File: config.mk
export PLATFORM = sky130hd
export DESIGN_NAME = rx_symbol_decoder
export DESIGN_NICKNAME = d
export VERILOG_FILES = /design/src/rtl/rxdec_pkg.sv /design/src/rtl/rxdec_sym_lut.sv /design/src/rtl/rxdec_frame_fsm.sv /design/src/rtl/rxdec_carrier10.sv /design/src/rtl/rx_symbol_decoder.sv
export SDC_FILE = /design/constraint.sdc
export NUM_CORES = 1
export LEC_CHECK = 0
export ABC_AREA = 1
export BUFFER_PORTS_ARGS = -buffer_cell sky130_fd_sc_hd__buf_2
export CAP_MARGIN = 15
export CORE_MARGIN = 2
export CORE_UTILIZATION = 25
export CTS_CLUSTER_SIZE = 28
export DETAILED_ROUTE_END_ITERATION = 8
export PLACE_DENSITY_LB_ADDON = 0.2
export SLEW_MARGIN = 10
export SYNTH_ARGS = -nofsm -noshare
export SYNTH_HDL_FRONTEND = slang
export SYNTH_SLANG_ARGS = --single-unit
File: constraint.sdc
create_clock -name clk -period 1.58 [get_ports clk]
set_input_delay 0.079 -clock clk [delete_from_list [all_inputs] [get_ports clk]]
set_output_delay 0.079 -clock clk [all_outputs]
set_load 0.02 [all_outputs]
File: src/rtl/rxdec_pkg.sv
package rxdec_pkg;
  localparam int SYM_W = 5;
  localparam int NIB_W = 4;

  localparam logic [SYM_W-1:0] C_IDLE = 5'b11111;
  localparam logic [SYM_W-1:0] C_J    = 5'b11000;
  localparam logic [SYM_W-1:0] C_K    = 5'b10001;
  localparam logic [SYM_W-1:0] C_T    = 5'b01101;
  localparam logic [SYM_W-1:0] C_R    = 5'b00111;

  localparam logic [NIB_W-1:0] NIB_PRE = 4'b0101;
  localparam logic [NIB_W-1:0] NIB_ERR = 4'b1110;

  typedef enum logic [2:0] {
    SC_DATA, SC_IDLE, SC_J, SC_K, SC_T, SC_R, SC_BAD
  } sym_cls_t;

  typedef enum logic [2:0] {
    ST_HUNT, ST_GOT_J, ST_FRAME, ST_GOT_T, ST_TAIL, ST_FALSE
  } rx_state_t;

  typedef struct packed {
    logic             crs;
    logic             dv;
    logic             er;
    logic [NIB_W-1:0] rxd;
  } mii_word_t;
endpackage

File: src/rtl/rxdec_sym_lut.sv
module rxdec_sym_lut
  import rxdec_pkg::*;
(
  input  logic [SYM_W-1:0] code,
  output sym_cls_t         cls,
  output logic [NIB_W-1:0] nib
);
  always_comb begin
    cls = SC_DATA;
    nib = '0;
    unique case (code)
      5'b11110: nib = 4'h0;
      5'b01001: nib = 4'h1;
      5'b10100: nib = 4'h2;
      5'b10101: nib = 4'h3;
      5'b01010: nib = 4'h4;
      5'b01011: nib = 4'h5;
      5'b01110: nib = 4'h6;
      5'b01111: nib = 4'h7;
      5'b10010: nib = 4'h8;
      5'b10011: nib = 4'h9;
      5'b10110: nib = 4'hA;
      5'b10111: nib = 4'hB;
      5'b11010: nib = 4'hC;
      5'b11011: nib = 4'hD;
      5'b11100: nib = 4'hE;
      5'b11101: nib = 4'hF;
      C_IDLE:   cls = SC_IDLE;
      C_J:      cls = SC_J;
      C_K:      cls = SC_K;
      C_T:      cls = SC_T;
      C_R:      cls = SC_R;
      default:  cls = SC_BAD;
    endcase
  end
endmodule

File: src/rtl/rxdec_frame_fsm.sv
module rxdec_frame_fsm
  import rxdec_pkg::*;
(
  input  logic             clk,
  input  logic             rst,
  input  logic             en,
  input  sym_cls_t         cls,
  input  logic [NIB_W-1:0] nib,
  output mii_word_t        nxt
);
  rx_state_t state_q, state_d;

  always_comb begin
    state_d = state_q;
    nxt     = '0;
    nxt.crs = (cls != SC_IDLE);
    unique case (state_q)
      ST_HUNT: begin
        if (cls == SC_J) begin
          nxt.rxd = NIB_PRE;
          state_d = ST_GOT_J;
        end else if (cls != SC_IDLE) begin
          nxt.er  = 1'b1;
          nxt.rxd = NIB_ERR;
          state_d = ST_FALSE;
        end
      end
      ST_GOT_J: begin
        if (cls == SC_K) begin
          nxt.dv  = 1'b1;
          nxt.rxd = NIB_PRE;
          state_d = ST_FRAME;
        end else if (cls == SC_IDLE) begin
          state_d = ST_HUNT;
        end else begin
          nxt.er  = 1'b1;
          nxt.rxd = NIB_ERR;
          state_d = ST_FALSE;
        end
      end
      ST_FRAME: begin
        if (cls == SC_DATA) begin
          nxt.dv  = 1'b1;
          nxt.rxd = nib;
        end else if (cls == SC_T) begin
          state_d = ST_GOT_T;
        end else if (cls == SC_IDLE) begin
          state_d = ST_HUNT;
        end else begin
          nxt.dv  = 1'b1;
          nxt.er  = 1'b1;
          nxt.rxd = NIB_ERR;
        end
      end
      ST_GOT_T: begin
        if (cls == SC_R) begin
          state_d = ST_TAIL;
        end else begin
          nxt.er  = 1'b1;
          nxt.rxd = NIB_ERR;
          state_d = (cls == SC_IDLE) ? ST_HUNT : ST_FALSE;
        end
      end
      ST_TAIL: begin
        if (cls == SC_IDLE) state_d = ST_HUNT;
      end
      ST_FALSE: begin
        if (cls == SC_IDLE) begin
          state_d = ST_HUNT;
        end else begin
          nxt.er  = 1'b1;
          nxt.rxd = NIB_ERR;
        end
      end
      default: state_d = ST_HUNT;
    endcase
  end

  always_ff @(posedge clk) begin
    if (rst || !en) state_q <= ST_HUNT;
    else            state_q <= state_d;
  end
endmodule

File: src/rtl/rxdec_carrier10.sv
module rxdec_carrier10
  import rxdec_pkg::*;
(
  input  logic             clk,
  input  logic             rst,
  input  logic             en,
  input  logic             pre_ok,
  input  logic             idle_ok,
  input  logic [NIB_W-1:0] nib_in,
  output mii_word_t        nxt
);
  logic carrier_q, carrier_d;

  always_comb begin
    carrier_d = carrier_q;
    if (idle_ok)     carrier_d = 1'b0;
    else if (pre_ok) carrier_d = 1'b1;
    nxt.crs = carrier_d;
    nxt.dv  = carrier_d;
    nxt.er  = 1'b0;
    nxt.rxd = carrier_d ? nib_in : '0;
  end

  always_ff @(posedge clk) begin
    if (rst || !en) carrier_q <= 1'b0;
    else            carrier_q <= carrier_d;
  end
endmodule

File: src/rtl/rx_symbol_decoder.sv
module rx_symbol_decoder
  import rxdec_pkg::*;
(
  input  logic             clk,
  input  logic             rst,
  input  logic             mode_100,
  input  logic [SYM_W-1:0] sym_in,
  input  logic             pre_ok,
  input  logic             idle_ok,
  output logic [NIB_W-1:0] mii_rxd,
  output logic             mii_crs,
  output logic             mii_dv,
  output logic             mii_er
);
  sym_cls_t         cls;
  logic [NIB_W-1:0] nib;
  mii_word_t        fast_nxt, slow_nxt, out_q;

  rxdec_sym_lut lut_i (
    .code (sym_in),
    .cls  (cls),
    .nib  (nib)
  );

  rxdec_frame_fsm fsm_i (
    .clk  (clk),
    .rst  (rst),
    .en   (mode_100),
    .cls  (cls),
    .nib  (nib),
    .nxt  (fast_nxt)
  );

  rxdec_carrier10 c10_i (
    .clk     (clk),
    .rst     (rst),
    .en      (!mode_100),
    .pre_ok  (pre_ok),
    .idle_ok (idle_ok),
    .nib_in  (sym_in[NIB_W-1:0]),
    .nxt     (slow_nxt)
  );

  always_ff @(posedge clk) begin
    if (rst)           out_q <= '0;
    else if (mode_100) out_q <= fast_nxt;
    else               out_q <= slow_nxt;
  end

  assign mii_rxd = out_q.rxd;
  assign mii_crs = out_q.crs;
  assign mii_dv  = out_q.dv;
  assign mii_er  = out_q.er;
endmodule

==> metrics.cfg, run 1 <==
[sta]
max_slew_margin_pct = 78.00
fin_crit_ns = 1.353
hold_violations = 0
worstMarginPinSlew_ns = 0.3300
fmax_mhz = 739.3
drv_slew = 0
fin_tns_setup_ns = 0
rsz0062_at_grt = false
finClkSkew_ns = 0.002984
period_share_pct = 85.61
setup_viol = 0

[power_and_ir_drop]
p_leak_nw = 0.6137
power.density_nw_per_um2 = 695.1
ir_drop_mv = 0.2053

[global_route]
grt_max_degree = 14
grtUsageTotal_pct = 12.40
grt_pass1_vias = 936
grt_overflow = 0
antenna_found_initial = 0
grt_pass1_wl_um = 4133

[place]
portBuffers = 16
place_congestion = 0.8614
dp.final_hpwl_um = 1963
dp.cells = 234

[critical_path]
rr_worst_depth = 9
reg2reg_to = mii_rxd[3]
critPathMaxFanout = 7
cp-startpoint = fsm_i.state_q[2]
required_ns = 1.71
r2r_slack_ns = 0.23
worst_ep_arrival_time_ns = 1.48
end_kind = flip-flop
crit_path_end = mii_rxd[3]
worstSetupPathType = flip-flop to flip-flop
critPathLaunchType = flip-flop
worstReg2RegStart = fsm_i.state_q[2]

[detailed_routing]
dr.pass1.iters = 5
drtIter0Drc = 53
antenna_left = 0
routed_wl_um = 2427
drc = 0
wire_per_inst_um = 10.20
vias = 1111
vias_per_cell = 4.668

[cts]
clock_sinks = 11
cts_buffers = 3
cts_setup_buffers = 0
post_cts_resized = 0
clk_path_buf_depth = 2
cts_tree = built
ctsRootBufferMaster = clkbuf_8
h-tree-depth = 1
clk_latency_ns = 0.23
clk_pin_slew_ns = 0.05
cts_hold_buf = 0

[floorplanning]
fp.dieArea_um2 = 4217
fp.dieW_um = 64.94
io_pins = 17
fp-row-count = 22
design.core.area_um2 = 3606
start_util_pct = 25.75
die_h_um = 64.94

[final_layout]
fin_nets = 201
layout-drive-gt1-share_pct = 21.05
area.growth.synth_to_final_pct = 20.35
fill_cells = 412
antennaDiodeCount = 0
multi_input_comb_area_um2 = 598.1
stdcell_count = 238
layout_commonest_cell = nand2_1
ff_latch_area_um2 = 220.2
layout_common_cells = nand2_1 (55), nor2_1 (26), inv_1 (19)

[logic_synthesis]
yosys_warnings = 0
synth_xor_xnor_area_share_pct = 0
ys_seq_area_share_pct = 23.72
synth_top_family_by_area = simple AND/OR/NAND/NOR gates
syn_nets = 180
synth_adder_area_share_pct = 0
avgSynthCellArea_um2 = 5.461
synth_mux_area_share_pct = 0
synthSimpleGateAreaFrac_pct = 54.72
netlist_area_um2 = 928.4
synth_cell_types = 22
yosys_register_bits = 11
synth_cells = 170
synth_compound_area_share_pct = 9.704

[min_path]
hp-class = input pin to flip-flop

[status]
status = finished clean

[flow_run]
maxCapViolations = 0

report_power, final:
part           internal (mW)  leakage (nW)  switching, mW  total, mW
clock network          0.173        0.0255          0.103      0.276
logic                 0.0654         0.498          0.134      0.199
registers              0.294        0.0904        0.00765      0.302
total                  0.532         0.614          0.244      0.777
state kept, by name (all words and copies together), names as in the netlist:
register / count
mii_rxd: 4
c10_i.carrier_q: 1
fsm_i.state_q: 3
mii_er: 1
mii_dv: 1
mii_crs: 1
final cells by class:
| type | count | share of cell area [%] |
|---|---|---|
| Sequential cell | 11 | 19.71 |
| Clock inverter | 1 | 0.4479 |
| Tap cell | 48 | 5.375 |
| Clock buffer | 3 | 3.695 |
| Multi-Input combinational cell | 131 | 53.53 |
| Timing Repair Buffer | 18 | 8.511 |
| Inverter | 26 | 8.735 |
Yosys cell counts, drive strengths merged:
master   count  area share (%)
nand2       59              25
nor2        32              15
inv         26              11
nand3       17             9.2
dfxtp       11              24
a21oi        6             3.2
nand4        5             3.4
o21ai        4             2.2
nor3         3             2.2
buf          2             1.3
a221oi       1            0.94
a31oi        1            0.67
o2111ai      1            0.94
o21bai       1            0.81
o221ai       1            0.94
how the worst min path moves through the flow:
| stage | startpoint | endpoint | slack, ns | cells after the start |
|---|---|---|---|---|
| floorplan | sym_in[2] | mii_rxd[2] | 0.19 | 2 |
| global placement | sym_in[2] | mii_rxd[2] | 0.39 | 3 |
| detailed placement | sym_in[2] | mii_rxd[2] | 0.38 | 3 |
| CTS | sym_in[2] | mii_rxd[2] | 0.13 | 3 |
| global route | idle_ok | mii_dv | 0.17 | 4 |
| finish | sym_in[2] | mii_rxd[2] | 0.14 | 3 |
metal layers:
layer / GRT usage, % / routed length, um / vias up
met5: 0 / 0 / -
met4: 6.117 / 31 / 0
met3: 1.389 / 143 / 4
met2: 20.49 / 1143 / 43
met1: 15.88 / 1108 / 483
li1: - / - / 581
logic make-up after synthesis:
| group | Yosys count |
|---|---|
| and+or+nand+nor | 116 |
| DFF | 11 |
| buffers and inverters | 28 |
| AOI/OAI and AO/OA | 15 |
worst max-delay path, cell delays in order (launching register included):
cell     delay [ns]
dfxtp_1        0.43
nor2_1         0.10
nand2_1        0.07
inv_1          0.07
nand2_1        0.10
nor2_1         0.05
nor3_2         0.24
nand2_1        0.08
nand2_1        0.06
nand2_1        0.05
metrics by stage:
| stage | hold WS [ns] | total power, mW | utilization [%] | cell area [um^2] | setup slack [ns] |
|---|---|---|---|---|---|
| 2_1_floorplan | 0.1892 | 0.4464 | - | 928.4 | 0.4059 |
| 3_3_place_gp | 0.3850 | 0.5104 | 29.70 | 1071 | 0.1605 |
| 3_5_place_dp | 0.3773 | 0.5058 | 29.70 | 1071 | 0.1686 |
| 4_1_cts | 0.1305 | 0.7873 | 30.99 | 1117 | 0.2263 |
| 5_1_grt | 0.1654 | 0.8296 | 30.99 | 1117 | 0.04427 |
| 6_report | 0.1368 | 0.7766 | 30.99 | 1117 | 0.2274 |
Power figures use the tool's default switching activity.
==> inputs of run 2 (changes only) <==
--- a/config.mk
+++ b/config.mk
@@ -8,6 +8,7 @@
 export ABC_AREA = 1
 export BUFFER_PORTS_ARGS = -buffer_cell sky130_fd_sc_hd__buf_2
 export CAP_MARGIN = 15
+export CORE_ASPECT_RATIO = 0.9
 export CORE_MARGIN = 2
 export CORE_UTILIZATION = 25
 export CTS_CLUSTER_SIZE = 28
==> run 2 against run 1 <==
  * Routed wire length up 0.16%
  * Total power about the same
  * Utilization up 1.2 points
  * Combinational power about the same
  * Critical path depth unchanged
  * Worst setup slack worse by 0.011 ns
  * Cell area down 0.56%
  * Highest routed layer unchanged
  * Largest cell class unchanged
  * Sequential cell count unchanged
  * Sequential share of layout area up 0.11 points
==> metrics.cfg, run 2 (synthesis gave the netlist of run 1 again) <==
[status]
status = finished clean

[sta]
hold_violations = 0
fin_tns_setup_ns = 0
setup_viol = 0
max_slew_margin_pct = 73.60
drv_slew = 0
finClkSkew_ns = 0.005827
fin_crit_ns = 1.364
period_share_pct = 86.33
fmax_mhz = 733.1
worstMarginPinSlew_ns = 0.3960
rsz0062_at_grt = false

[place]
placed_cell_area_um2 = 1066
place_congestion = 0.8490
portBuffers = 16
dp.final_hpwl_um = 2007

[flow_run]
maxCapViolations = 0

[detailed_routing]
vias_per_cell = 4.607
drtIter0Drc = 85
routed_wl_um = 2431
wire_per_inst_um = 10.39
dr.pass1.iters = 4
antenna_left = 0
drc = 0
vias = 1078

[min_path]
whs_path_depth = 3
hp-class = input pin to flip-flop
hold_start = sym_in[2]

[critical_path]
crit_top_cell = nand2_1
cp_top_family = simple AND/OR/NAND/NOR gates
cp.depth = 9
cp_slowest_cell = dfxtp_1
worstSetupPathType = flip-flop to flip-flop
critPathLaunchType = flip-flop
critPathMaxFanout = 7
worstReg2RegStart = fsm_i.state_q[2]
rr_worst_depth = 9
end_kind = flip-flop
cpPeakStageDelay_ns = 0.43
worst_ep_arrival_time_ns = 1.49
path_buf_inv = 1
cp-startpoint = fsm_i.state_q[2]
required_ns = 1.71
cp_cell_sequence = nor2_1 -> nand2_1 -> inv_1 -> nand2_1 -> nor2_1 -> nor3_2 -> nand2_1 -> nand2_1 -> nand2_1

[cts]
cts_tree = built
clk_pin_slew_ns = 0.05
clock_sinks = 11
cts_buffers = 3
h-tree-depth = 1
cts_hold_buf = 0
clk_path_buf_depth = 2
ctsRootBufferMaster = clkbuf_8
cts_setup_buffers = 0
clk_latency_ns = 0.24
post_cts_resized = 0

[power_and_ir_drop]
power.density_nw_per_um2 = 698.8
ir_drop_mv = 0.2635
p_leak_nw = 0.6110

[final_layout]
antennaDiodeCount = 0
area.growth.synth_to_final_pct = 19.68
layout-drive-gt1-share_pct = 20.53
final_area_um2 = 1111
largest_reg_flops = 4
utilization_pct = 32.17
layout_common_cells = nand2_1 (55), nor2_1 (26), inv_1 (19)
fin_nets = 201
layout_commonest_cell = nand2_1

[global_route]
grtUsageTotal_pct = 13.14
antenna_found_initial = 0
grt_overflow = 0
grt_pass1_wl_um = 4167
grt_max_degree = 10
grt_pass1_vias = 935

[floorplanning]
io_pins = 17
fp.dieArea_um2 = 4218
die_h_um = 61.81
design.core.area_um2 = 3453
start_util_pct = 26.88
fp.dieW_um = 68.24
fp-row-count = 20

-- run 2: cell count changes in the layout (fill, tap and decap cells not counted), sizes merged --
cell    previous run  this run
clkbuf             3         4
clkinv             1         0
-- run 2: final timing paths --
kind	to	slack [ns]
worst min-delay path	mii_rxd[2]	0.15
worst max register to register	mii_rxd[1]	0.22
worst max-delay path	mii_rxd[1]	0.22
worst min register to register	mii_dv	0.63
-- run 2: area by class of cell --
type | instances | area (um^2)
flip-flops and latches | 11 | 220.2
inverters | 26 | 97.59
well taps | 44 | 55.05
clock buffers | 4 | 45.04
fillers | 396 | 2342
multi-input cells | 131 | 598.1
repair buffers | 18 | 95.09
-- run 2: worst register-to-register path, cell delays in order, from the launching register on --
cell	delay, ns
dfxtp_1	0.43
nor2_1	0.09
nand2_1	0.06
inv_1	0.07
nand2_1	0.10
nor2_1	0.06
nor3_2	0.25
nand2_1	0.08
nand2_1	0.06
nand2_1	0.04
-- run 2: metal layers --
layer	wire length [um]	GRT usage (%)	share of wire [%]
met2	1113	21.50	46
met3	150	3.243	6.2
met5	0	0	0
met4	19	2.571	0.78
met1	1147	17.74	47
-- run 2: metrics by stage --
step                      hold slack [ns]  worst slack [ns]  power, mW  instances
after global routing               0.1655           0.05557     0.8311        234
after detailed placement           0.3902            0.2243     0.5045        230
final                              0.1498            0.2160     0.7764        234
after global placement             0.3833            0.1908     0.5092        230
after floorplan                    0.1892            0.4059     0.4464        170
after CTS                          0.1514            0.2282     0.7842        234
-- run 2: where the power goes --
| group | switching [mW] | internal, mW | leakage, nW | total [mW] |
|---|---|---|---|---|
| Combinational | 0.133 | 0.0654 | 0.498 | 0.198 |
| Sequential | 0.00736 | 0.294 | 0.0904 | 0.302 |
| Clock | 0.100 | 0.177 | 0.0228 | 0.277 |
==> inputs of run 3 (changes only) <==
--- a/config.mk
+++ b/config.mk
@@ -6,7 +6,7 @@
 export NUM_CORES = 1
 export LEC_CHECK = 0
 export ABC_AREA = 1
-export BUFFER_PORTS_ARGS = -buffer_cell sky130_fd_sc_hd__buf_2
+export BUFFER_PORTS_ARGS = -buffer_cell sky130_fd_sc_hd__buf_4
 export CAP_MARGIN = 15
 export CORE_ASPECT_RATIO = 0.9
 export CORE_MARGIN = 2
==> run 3 against run 2 <==
  * Count of clock-buffer cells in the layout is the same
  * Combinational power is 6% higher
  * Total power is 1.8% higher
  * Largest cell class unchanged
  * Sequential power is essentially flat
  * Critical path type unchanged
  * Utilization increased by 0.94 points
  * Global-route usage decreased by 0.35 points
  * Cell area increased by 2.9%
==> metrics.cfg, run 3 (synthesis gave the netlist of run 1 again) <==
[final_layout]
layout_commonest_cell = nand2_1
antennaDiodeCount = 0
utilization_pct = 33.12
area.growth.synth_to_final_pct = 23.18
fin_nets = 200
largest_reg_flops = 4
fill_cells = 372
layout-drive-gt1-share_pct = 20.11
layout_common_cells = nand2_1 (55), nor2_1 (26), inv_1 (19)

[cts]
h-tree-depth = 1
cts_buffers = 3
cts_hold_buf = 0
ctsRootBufferMaster = clkbuf_8
clock_sinks = 11
post_cts_resized = 0
clk_latency_ns = 0.24
cts_setup_buffers = 0
cts_tree = built
clk_path_buf_depth = 2
clk_pin_slew_ns = 0.05

[critical_path]
cp_slowest_cell = dfxtp_1
cp_cell_sequence = nor2_1 -> nand2_1 -> inv_1 -> nand2_1 -> nor2_1 -> nor3_2 -> nand2_1 -> nand2_1 -> nand2_1
r2r_slack_ns = 0.25
worst_ep_arrival_time_ns = 1.46
critPathLaunchType = flip-flop
cpPeakStageDelay_ns = 0.43
worstReg2RegStart = fsm_i.state_q[2]
critPathMaxFanout = 7
worstSetupPathType = flip-flop to flip-flop
crit_top_cell = nand2_1
reg2reg_to = mii_rxd[3]
required_ns = 1.71
end_kind = flip-flop
rr_worst_depth = 9

[place]
place_congestion = 0.8251
dp.final_hpwl_um = 1953
place_ws_ns = 0.2195
portBuffers = 16

[floorplanning]
fp.dieW_um = 68.24
design.core.area_um2 = 3453
die_h_um = 61.81
io_pins = 17
fp-row-count = 20
start_util_pct = 26.88
fp.dieArea_um2 = 4218

[detailed_routing]
vias_per_cell = 4.674
vias = 1089
antenna_left = 0
wire_per_inst_um = 10.36
drtIter0Drc = 93
drc = 0
routed_wl_um = 2413
dr.pass1.iters = 4

[status]
status = finished clean

[sta]
fin_crit_ns = 1.330
setup_viol = 0
fin_tns_setup_ns = 0
worst_slack_ns = 0.2501
max_slew_margin_pct = 77.78
period_share_pct = 84.17
fmax_mhz = 751.9
finClkSkew_ns = 0.002144
drv_slew = 0
hold_violations = 0
rsz0062_at_grt = false
timing.hold.ws_ns = 0.1038
worstMarginPinSlew_ns = 0.3333

[min_path]
hold_start = sym_in[2]
whs_path_depth = 3
hold_path_end = mii_rxd[2]
hp-class = input pin to flip-flop

[global_route]
grt_pass1_wl_um = 4084
grt_pass1_vias = 918
antenna_found_initial = 0
grt_overflow = 0
grtUsageTotal_pct = 12.79
grt_max_degree = 16

[power_and_ir_drop]
ir_drop_mv = 0.2088
power.density_nw_per_um2 = 691.5
p_leak_nw = 0.6153

[flow_run]
maxCapViolations = 0

## run 3: cell types whose count changed in the layout (fill, tap and decap cells not counted)
cell | previous run | this run
buf_2 | 16 | 0
buf_4 | 2 | 17
## run 3: worst max path at each step
stage                     start          to  depth (start not counted)
3_5_place_dp          sym_in[4]  mii_rxd[2]                         13
5_1_grt        fsm_i.state_q[2]  mii_rxd[3]                          9
4_1_cts        fsm_i.state_q[2]  mii_rxd[3]                          9
3_3_place_gp          sym_in[4]  mii_rxd[1]                         13
6_report       fsm_i.state_q[2]  mii_rxd[3]                          9
2_1_floorplan  fsm_i.state_q[1]  mii_rxd[2]                          8
## run 3: final cells by class
type / instances / area, um^2 / share of cell area (%)
tap: 44 / 55.05 / 4.814
inverter: 26 / 97.59 / 8.534
clock buffer: 4 / 45.04 / 3.939
timing repair buffer: 17 / 127.6 / 11.16
multi-input combinational: 131 / 598.1 / 52.30
sequential: 11 / 220.2 / 19.26
## run 3: where the power goes
group	switching (mW)	leakage [nW]	internal (mW)
combinational	0.133	0.502	0.0766
clock	0.102	0.0228	0.177
sequential	0.00835	0.0904	0.294
total	0.243	0.615	0.548
## run 3: metrics by stage
step / total power [mW] / std cells / area [um^2]
2_1_floorplan: 0.4464 / 170 / 928.4
3_3_place_gp: 0.5201 / 229 / 1099
6_report: 0.7908 / 233 / 1144
3_5_place_dp: 0.5159 / 229 / 1099
5_1_grt: 0.8423 / 233 / 1144
4_1_cts: 0.7956 / 233 / 1144
## run 3: worst max-delay path, delay by kind of cell (launching register included)
kind / cells / cell delay (ns)
simple gates: 8 / 0.71
flops: 1 / 0.43
buf+inv: 1 / 0.07
## run 3: metal layers
metal	part of all wire (%)	vias to the layer above	global-route usage (%)
li1	-	574	-
met1	49	477	17.59
met2	44	33	19.97
met3	6.3	5	3.243
met4	1.1	0	3.429
met5	0	-	0
